[config.mk]
export PLATFORM = sky130hd
export DESIGN_NAME = comma_align_top
export DESIGN_NICKNAME = d
export VERILOG_FILES = /design/src/rtl/comma_align_pkg.sv /design/src/rtl/comma_align_dp.sv /design/src/rtl/comma_align_ctrl.sv /design/src/rtl/comma_align_top.sv
export SDC_FILE = /design/constraint.sdc
export NUM_CORES = 1
export LEC_CHECK = 0
export ABC_AREA = 1
export BUFFER_PORTS_ARGS = -buffer_cell sky130_fd_sc_hd__buf_2
export CORE_MARGIN = 2
export CORE_UTILIZATION = 56
export CTS_BUF_LIST = sky130_fd_sc_hd__clkbuf_8
export CTS_CLUSTER_DIAMETER = 30
export DETAILED_ROUTE_END_ITERATION = 10
export PLACE_DENSITY_LB_ADDON = 0.15
export SETUP_SLACK_MARGIN = 0.3
export SYNTH_ARGS = -nofsm -noshare
export SYNTH_HDL_FRONTEND = slang
export SYNTH_HIERARCHICAL = 1
export SYNTH_SLANG_ARGS = --single-unit
[constraint.sdc]
create_clock -name clk -period 1.9 [get_ports clk]
set_input_delay 0.57 -clock clk [delete_from_list [all_inputs] [get_ports clk]]
set_output_delay 0.57 -clock clk [all_outputs]
set_load 0.05 [all_outputs]
[src/rtl/comma_align_pkg.sv]
package comma_align_pkg;

  // Strobes from control to datapath for one character boundary
  typedef struct packed {
    logic loadWord;   // capture the window into the output register
    logic flipClk;    // toggle both byte clocks
  } alignStrobe_t;

endpackage

[src/rtl/comma_align_dp.sv]
module comma_align_dp
  import comma_align_pkg::*;
#(
  parameter int WORD_W = 10,
  parameter int COMMA_W = 7,
  parameter logic [COMMA_W-1:0] COMMA_PAT = 7'b1111100
) (
  input  logic              clk,
  input  logic              rstN,
  input  logic              serialIn,
  input  alignStrobe_t      strobe,
  output logic              commaHit,
  output logic [WORD_W-1:0] rxData,
  output logic              byteClk0,
  output logic              byteClk1
);

  // Sliding window: newest bit enters at the top, oldest sits in bit 0
  logic [WORD_W-1:0]  shiftReg;
  logic [COMMA_W-1:0] bitMatch;
  logic               clk0Reg;
  logic               clk1Reg;

  always_ff @(posedge clk) begin
    if (!rstN) begin
      shiftReg <= '0;
    end else begin
      shiftReg <= {serialIn, shiftReg[WORD_W-1:1]};
    end
  end

  // Per-bit pattern compare over the oldest COMMA_W bits
  for (genvar i = 0; i < COMMA_W; i++) begin : g_match
    assign bitMatch[i] = (shiftReg[i] == COMMA_PAT[i]);
  end

  assign commaHit = &bitMatch;

  always_ff @(posedge clk) begin
    if (!rstN) begin
      rxData <= '0;
    end else if (strobe.loadWord) begin
      rxData <= shiftReg;
    end
  end

  always_ff @(posedge clk) begin
    if (!rstN) begin
      clk1Reg <= 1'b0;
      clk0Reg <= 1'b1;
    end else if (strobe.flipClk) begin
      clk1Reg <= ~clk1Reg;
      clk0Reg <= ~clk0Reg;
    end
  end

  assign byteClk0 = clk0Reg;
  assign byteClk1 = clk1Reg;

endmodule

[src/rtl/comma_align_ctrl.sv]
module comma_align_ctrl
  import comma_align_pkg::*;
#(
  parameter int WORD_W = 10
) (
  input  logic         clk,
  input  logic         rstN,
  input  logic         alignEn,
  input  logic         commaHit,
  input  logic         clkPhase,
  output alignStrobe_t strobe,
  output logic         syncFlag
);

  localparam int CNT_W = $clog2(WORD_W + 1);
  localparam int PH_W  = $clog2(4 * WORD_W + 1);
  localparam logic [CNT_W-1:0] FULL_CNT = CNT_W'(WORD_W);
  localparam logic [PH_W-1:0]  PH_MIN   = PH_W'(WORD_W);
  localparam logic [PH_W-1:0]  PH_MAX   = PH_W'(4 * WORD_W);

  logic [CNT_W-1:0] bitCnt;      // bits of the current character in the window
  logic             curEven;     // parity of the character being assembled
  logic             atBoundary;
  logic             huntHit;
  logic             gridEvent;
  logic             charEven;
  logic             parityOk;
  logic             fire;
  logic [PH_W-1:0]  phaseCnt;    // bit periods since last clock toggle

  assign atBoundary = (bitCnt == FULL_CNT);
  assign huntHit    = alignEn && commaHit;
  assign gridEvent  = atBoundary || huntHit;
  assign charEven   = huntHit ? 1'b1 : curEven;
  // Even characters must raise clock 1, odd ones clock 0
  assign parityOk   = charEven ? !clkPhase : clkPhase;
  assign fire       = atBoundary && (!alignEn || parityOk);

  always_comb begin
    strobe.loadWord = fire;
    strobe.flipClk  = fire;
  end

  always_ff @(posedge clk) begin
    if (!rstN) begin
      bitCnt  <= '0;
      curEven <= 1'b1;
    end else if (gridEvent) begin
      bitCnt  <= CNT_W'(1);
      curEven <= ~charEven;
    end else begin
      bitCnt  <= bitCnt + CNT_W'(1);
    end
  end

  always_ff @(posedge clk) begin
    if (!rstN) begin
      syncFlag <= 1'b0;
    end else begin
      syncFlag <= huntHit;
    end
  end

  always_ff @(posedge clk) begin
    if (!rstN) begin
      phaseCnt <= '0;
    end else if (fire) begin
      phaseCnt <= PH_W'(1);
    end else if (phaseCnt != PH_MAX) begin
      phaseCnt <= phaseCnt + PH_W'(1);
    end
  end

  // a byte clock phase never ends before a full character period
  p_phase_min_r7: assert property (@(posedge clk) disable iff (!rstN)
    strobe.flipClk |-> (phaseCnt >= PH_MIN));

  // sync only follows an enabled cycle
  p_sync_enable_r5: assert property (@(posedge clk) disable iff (!rstN)
    syncFlag |-> $past(alignEn));

  // sync is a single bit-period pulse
  p_sync_pulse_r4: assert property (@(posedge clk) disable iff (!rstN)
    syncFlag |=> !syncFlag);

  // with alignment off, every boundary toggles the clocks
  p_free_run_r9: assert property (@(posedge clk) disable iff (!rstN)
    (!alignEn && atBoundary) |=> !$stable(clkPhase));

  // an on-boundary comma either raises clock 1 or holds the clocks
  p_comma_on_clk1_r8: assert property (@(posedge clk) disable iff (!rstN)
    (huntHit && atBoundary) |=> (clkPhase || $stable(clkPhase)));

endmodule

[src/rtl/comma_align_top.sv]
module comma_align_top
  import comma_align_pkg::*;
#(
  parameter int WORD_W = 10,
  parameter int COMMA_W = 7,
  parameter logic [COMMA_W-1:0] COMMA_PAT = 7'b1111100
) (
  input  logic              clk,
  input  logic              rstN,
  input  logic              serialIn,
  input  logic              alignEn,
  output logic [WORD_W-1:0] rxData,
  output logic              byteClk0,
  output logic              byteClk1,
  output logic              syncFlag
);

  alignStrobe_t strobe;
  logic         commaHit;

  comma_align_dp #(
    .WORD_W   (WORD_W),
    .COMMA_W  (COMMA_W),
    .COMMA_PAT(COMMA_PAT)
  ) i_dp (
    .clk     (clk),
    .rstN    (rstN),
    .serialIn(serialIn),
    .strobe  (strobe),
    .commaHit(commaHit),
    .rxData  (rxData),
    .byteClk0(byteClk0),
    .byteClk1(byteClk1)
  );

  comma_align_ctrl #(
    .WORD_W(WORD_W)
  ) i_ctrl (
    .clk     (clk),
    .rstN    (rstN),
    .alignEn (alignEn),
    .commaHit(commaHit),
    .clkPhase(byteClk1),
    .strobe  (strobe),
    .syncFlag(syncFlag)
  );

  // the byte clocks are always complementary
  p_clk_onehot_r3: assert property (@(posedge clk) disable iff (!rstN)
    $onehot({byteClk0, byteClk1}));

  // new data only appears together with a byte clock edge
  p_data_with_edge_r2: assert property (@(posedge clk) disable iff (!rstN)
    !$stable(rxData) |-> !$stable(byteClk1));

endmodule

## Word level (Yosys, flattened, before mapping)

Cells that the tools add are included.

- Add/sub/neg operators: 1
- Multipliers: 0
- Div/mod/pow operators: 0
- Order comparisons: 0
- Equal/unequal tests: 1
- Shifts and indexed selects: 0
- Muxes and demuxes: 3
- Bitwise operators: 6
- Reductions and logical operators: 8

Operator list:

| kind | number |
|---|---|
| 7-bit AND reduction | 1 |
| 1-bit inverter | 6 |
| 4-bit by 1-bit adder with 4-bit output (second input constant) | 1 |
| 4-bit equality test (second input constant) | 1 |
| 1-bit 2-to-1 mux | 3 |
| 1-bit logical AND | 2 |
| 1-bit zero test | 2 |
| 1-bit logical OR | 2 |
| 2-bit OR reduction | 1 |

- Register bits after elaboration: 28
- Latch bits: 0
- Bits in writable memories: 0
- Memory bits (read-only): 0
- Word-level logic and storage cells: 27
- Memories kept: 0

## Depth between registers and ports, before layout

- Depth in word-level cells: 7
- Gate-level depth with buffers: 14
- Gate-level depth less buffers: 13

## Cells and area by module

The synthesis kept the hierarchy.

By module, submodules not included:

| module | instances | cells each | area each (sq um) |
|---|---|---|---|
| comma_align_dp | 1 | 91 | 720.7 |
| comma_align_ctrl | 1 | 38 | 309.0 |

## Worst setup path after synthesis

No wires, ideal clock.

- Path type: reg-to-reg
- Start point: register i_dp.clk1Reg (netlist: i_dp/byteClk1)
- End point: register i_dp.rxData[0]
- Library setup time: 117 ps
- Arrival: 1411 ps
- Setup slack: 372 ps
- Cell stages (with the launch flop): 9
- Path buffers: 1
- Cell sequence: dfxtp_1 -> nand3_1 -> nand3_1 -> nand2_1 -> inv_1 -> buf_4 -> clkinv_1 -> nor2_1 -> nor2_1

- Word-level cells in the longest chain between the ends: 4

Ends and longest elaborated chain:

| what | RTL line | RTL |
|---|---|---|
| start: declaration | comma_align_dp.sv:22 | `logic clk1Reg;` |
| start signal: assignment | comma_align_dp.sv:52 | `clk1Reg <= ~clk1Reg;` |
| 1-bit zero test | comma_align_ctrl.sv:36 | `assign parityOk = charEven ? !clkPhase : clkPhase;` |
| 1-bit 2-to-1 mux (*) | comma_align_ctrl.sv:36 |  |
| 1-bit logical OR (*) | comma_align_ctrl.sv:37 | `assign fire = atBoundary && (!alignEn \|\| parityOk);` |
| 1-bit logical AND (*) | comma_align_ctrl.sv:37 |  |
| named net i_ctrl.fire | comma_align_ctrl.sv:28 | `logic fire;` |
| end signal: assignment | comma_align_dp.sv:43 | `rxData <= shiftReg;` |
| end: declaration | comma_align_dp.sv:13 | `output logic [WORD_W-1:0] rxData,` |

Mark *: on every way through the listed nets, which the timed path passes. The rest lies on a longest branch.
A chain may end at the register's enable or synchronous reset.

## Worst setup path after layout

- Start point: register i_dp.clk1Reg (netlist: i_dp/byteClk1)
- End point: output byteClk1

RTL lines:

| what | RTL line | RTL |
|---|---|---|
| end: declaration | comma_align_top.sv:14 | `output logic byteClk1,` |

No word-level cell between the ends.

==> impl_metrics.yaml <==
clocking:
  insertion_delay_ps: 270
  cts_buffers: 3
  postCtsHoldBufs: 0
  clock_tree.root_cell: "clkbuf_8"
  h-tree-depth: 1
  tritoncts: "done"
  path_clk_slew_ps: 90
  cts_buffer_depth: 2
  cts.sinks: 28
synthesis:
  yosysTopAreaCell: "dfxtp_1"
  synth_cells: 129
  synth-seq-cells: 28
  synthTopCellsByCount: "nor2_1, dfxtp_1, nand2_1"
  ys_warn_count: 6
  synth_top_flop_cell: "dfxtp_1"
  synth_most_common_cell: "nor2_1"
  netlist.area_leader.share_pct: 54.43
  ys_top_cells_by_area: "dfxtp_1, nor2_1, nand2_1"
  synth_edf_count: 0
  synth_area_mm2: 0.001030
  async_flop_share_pct: 0
  synth_fp_nets: 135
  avgSynthCellArea_um2: 7.982
  yosysSeqAreaShare_pct: 54.43
  ys_types: 16
worst_setup_path:
  critPathKind: "flop to primary output"
  slowest_delay_ps: 400
  critPathMaxFanout: 5
  rr_worst_depth: 12
  path_delay_family: "flip-flops"
  critPathBufInv: 1
  path_cells: "buf_2"
  rrSetupSlack_ps: 420
  cp-start-kind: "flop"
  reg2reg_from: "i_dp/shiftReg[6]"
  crit_path_end_kind: "primary output"
  cp.required_ps: 1330
  crit_arrival_ps: 950
  crit_slowest_cell: "dfxtp_1"
  timing.rr.end: "i_dp/rxData[5]"
sta:
  fmax_mhz: 657.6
  setup_viol: 0
  fin_skew_ps: 2.681
  fin_tns_setup_ps: 0
  rsz0062_at_grt: "yes"
  tightest_slew_ps: 397.7
  setup_ws_ps: 379.3
  hold_viol: 0
  period_share_pct: 80.04
  finalMaxSlewViolations: 0
  finalCriticalPeriod_ps: 1521
  slew_headroom_pct: 73.48
  hold_ws_ps: 434.2
global_route:
  gr-total-overflow: 0
  grt_pass1_wl_um: 2587
  grtUsageTotal_pct: 16.59
  grt_max_degree: 27
  grt_pass1_vias: 650
  grt_antenna_before_repair: 0
placed_design:
  place_congestion: 0.7022
  dp_slack_ps: 47.10
  hpwl_um: 1182
  io_buffers: 16
drt:
  dr_wl_met2_um: 865
  dr_wl_met3_um: 59
  wl_met1_um: 802
  routed-via-count: 801
  wirelength_um: 1739
  drcViolationCount: 0
  dr.pass1.iters: 4
  routedWlPerCell_um: 10.11
  highest_layer: "met4"
  initialDrtViolationCount: 11
  via_per_inst: 4.657
  final_antenna_net_count: 0
cells_and_area:
  final_layout_size_suffix_gt1_share_pct: 21.09
  area_delta_synth_final_pct: 17.50
  fin_util_pct: 70.07
  fin_nets: 154
  insertedDiodeCount: 0
power:
  cellLeakagePower_nw: 0.7185
  finalPower_mw: 0.9929
  power_density_mw_per_mm2: 820.7
  peakVddDrop_mv: 0.6196
floorplan:
  coreArea_mm2: 0.001727
  initial_core_util_pct: 59.64
  io_pins: 17
  dieArea_mm2: 0.002198
  die_x_um: 46.88
  fp.dieH_um: 46.88
  num_rows: 15
worst_hold_path:
  hold_depth: 2
  min_path_type: "flop to flop"
  worstHoldEndpoint: "i_dp/shiftReg[8]"
  worstHoldStart: "i_dp/shiftReg[9]"
status:
  status: "finished clean"
flow_run:
  maxCapViolCount: 0
-- metal layers --
metal	vias to the layer above	track usage (%)
li1	422	-
met5	-	0
met3	2	3.462
met2	14	26.30
met4	0	8.333
met1	363	21.45
-- through the flow --
stage               instances  cell area, um^2
finish                    172             1210
global route              172             1210
CTS                       170             1172
floorplan                 129             1030
detailed placement        166             1116
global placement          166             1116
-- what timing repair did --
action                     CTS  global route
pin swaps                    0             1
setup buffers                0             2
setup endpoints to repair   12            12
gates resized for setup      2             5
-- layout by cell type (no fill, tap or decap) --
cell type  instances
ha_1               2
clkbuf_8           4
nand3_1            9
nand2_1           21
nor2_1            28
xnor2_1            1
nor2_2             1
dfxtp_1           26
nand2_2            1
nand3_2            1
buf_4              1
buf_12             1
o21ai_0           10
buf_2             16
dfxtp_2            2
inv_2              1
xor2_1             1
buf_6              1
nand3b_4           1
inv_1             18
inv_4              1
-- power by group --
| part | total (mW) | internal [mW] | leakage [nW] | switching (mW) |
|---|---|---|---|---|
| registers | 0.603 | 0.596 | 0.228 | 0.00712 |
| clock network | 0.358 | 0.185 | 0.0288 | 0.173 |
| logic | 0.0318 | 0.0126 | 0.462 | 0.0192 |
| total | 0.993 | 0.793 | 0.718 | 0.200 |
-- tightest hold or removal path, stage by stage, from the launching register on --
cell,delay (ps)
dfxtp_1,320
nand2_1,50
inv_1,30
-- sequential cells by signal, indices dropped and copies added, names as in the netlist --
register and count:
i_dp/rxData 10, i_dp/byteClk1 1, i_ctrl/curEven 1, i_ctrl/bitCnt 4
i_dp/byteClk0 1, i_dp/shiftReg 10, i_ctrl/syncFlag 1
-- cells by family after synthesis --
logic type / synth area share, %
AO/OA/AOI/OAI: 4.860
XOR/XNOR: 1.701
adder cells (fa/ha/maj): 2.430
buffers and inverters: 10.45
flip-flops: 54.44
AND/OR/NAND/NOR: 26.12
-- final cells by class --
class | count | area, um^2
clock buffers | 4 | 55.05
fillers | 150 | 516.7
inverters | 20 | 77.57
multi-input cells | 76 | 364.1
flip-flops and latches | 28 | 563.0
well taps | 25 | 31.28
repair buffers | 19 | 118.9
-- worst max path at each step --
| stage | from | to | slack, ps | cells past startpoint |
|---|---|---|---|---|
| after floorplan | i_dp/byteClk1 | i_dp/rxData[0] | 370 | 8 |
| after global placement | alignEn | i_dp/rxData[0] | 130 | 9 |
| after detailed placement | alignEn | i_dp/rxData[3] | 50 | 9 |
| after CTS | i_dp/shiftReg[3] | i_dp/byteClk0 | 300 | 14 |
| after global routing | i_dp/shiftReg[2] | i_dp/rxData[6] | 260 | 14 |
| final | i_dp/byteClk1 | byteClk1 | 380 | 1 |
No activity file was read; power rests on OpenSTA's default activity.
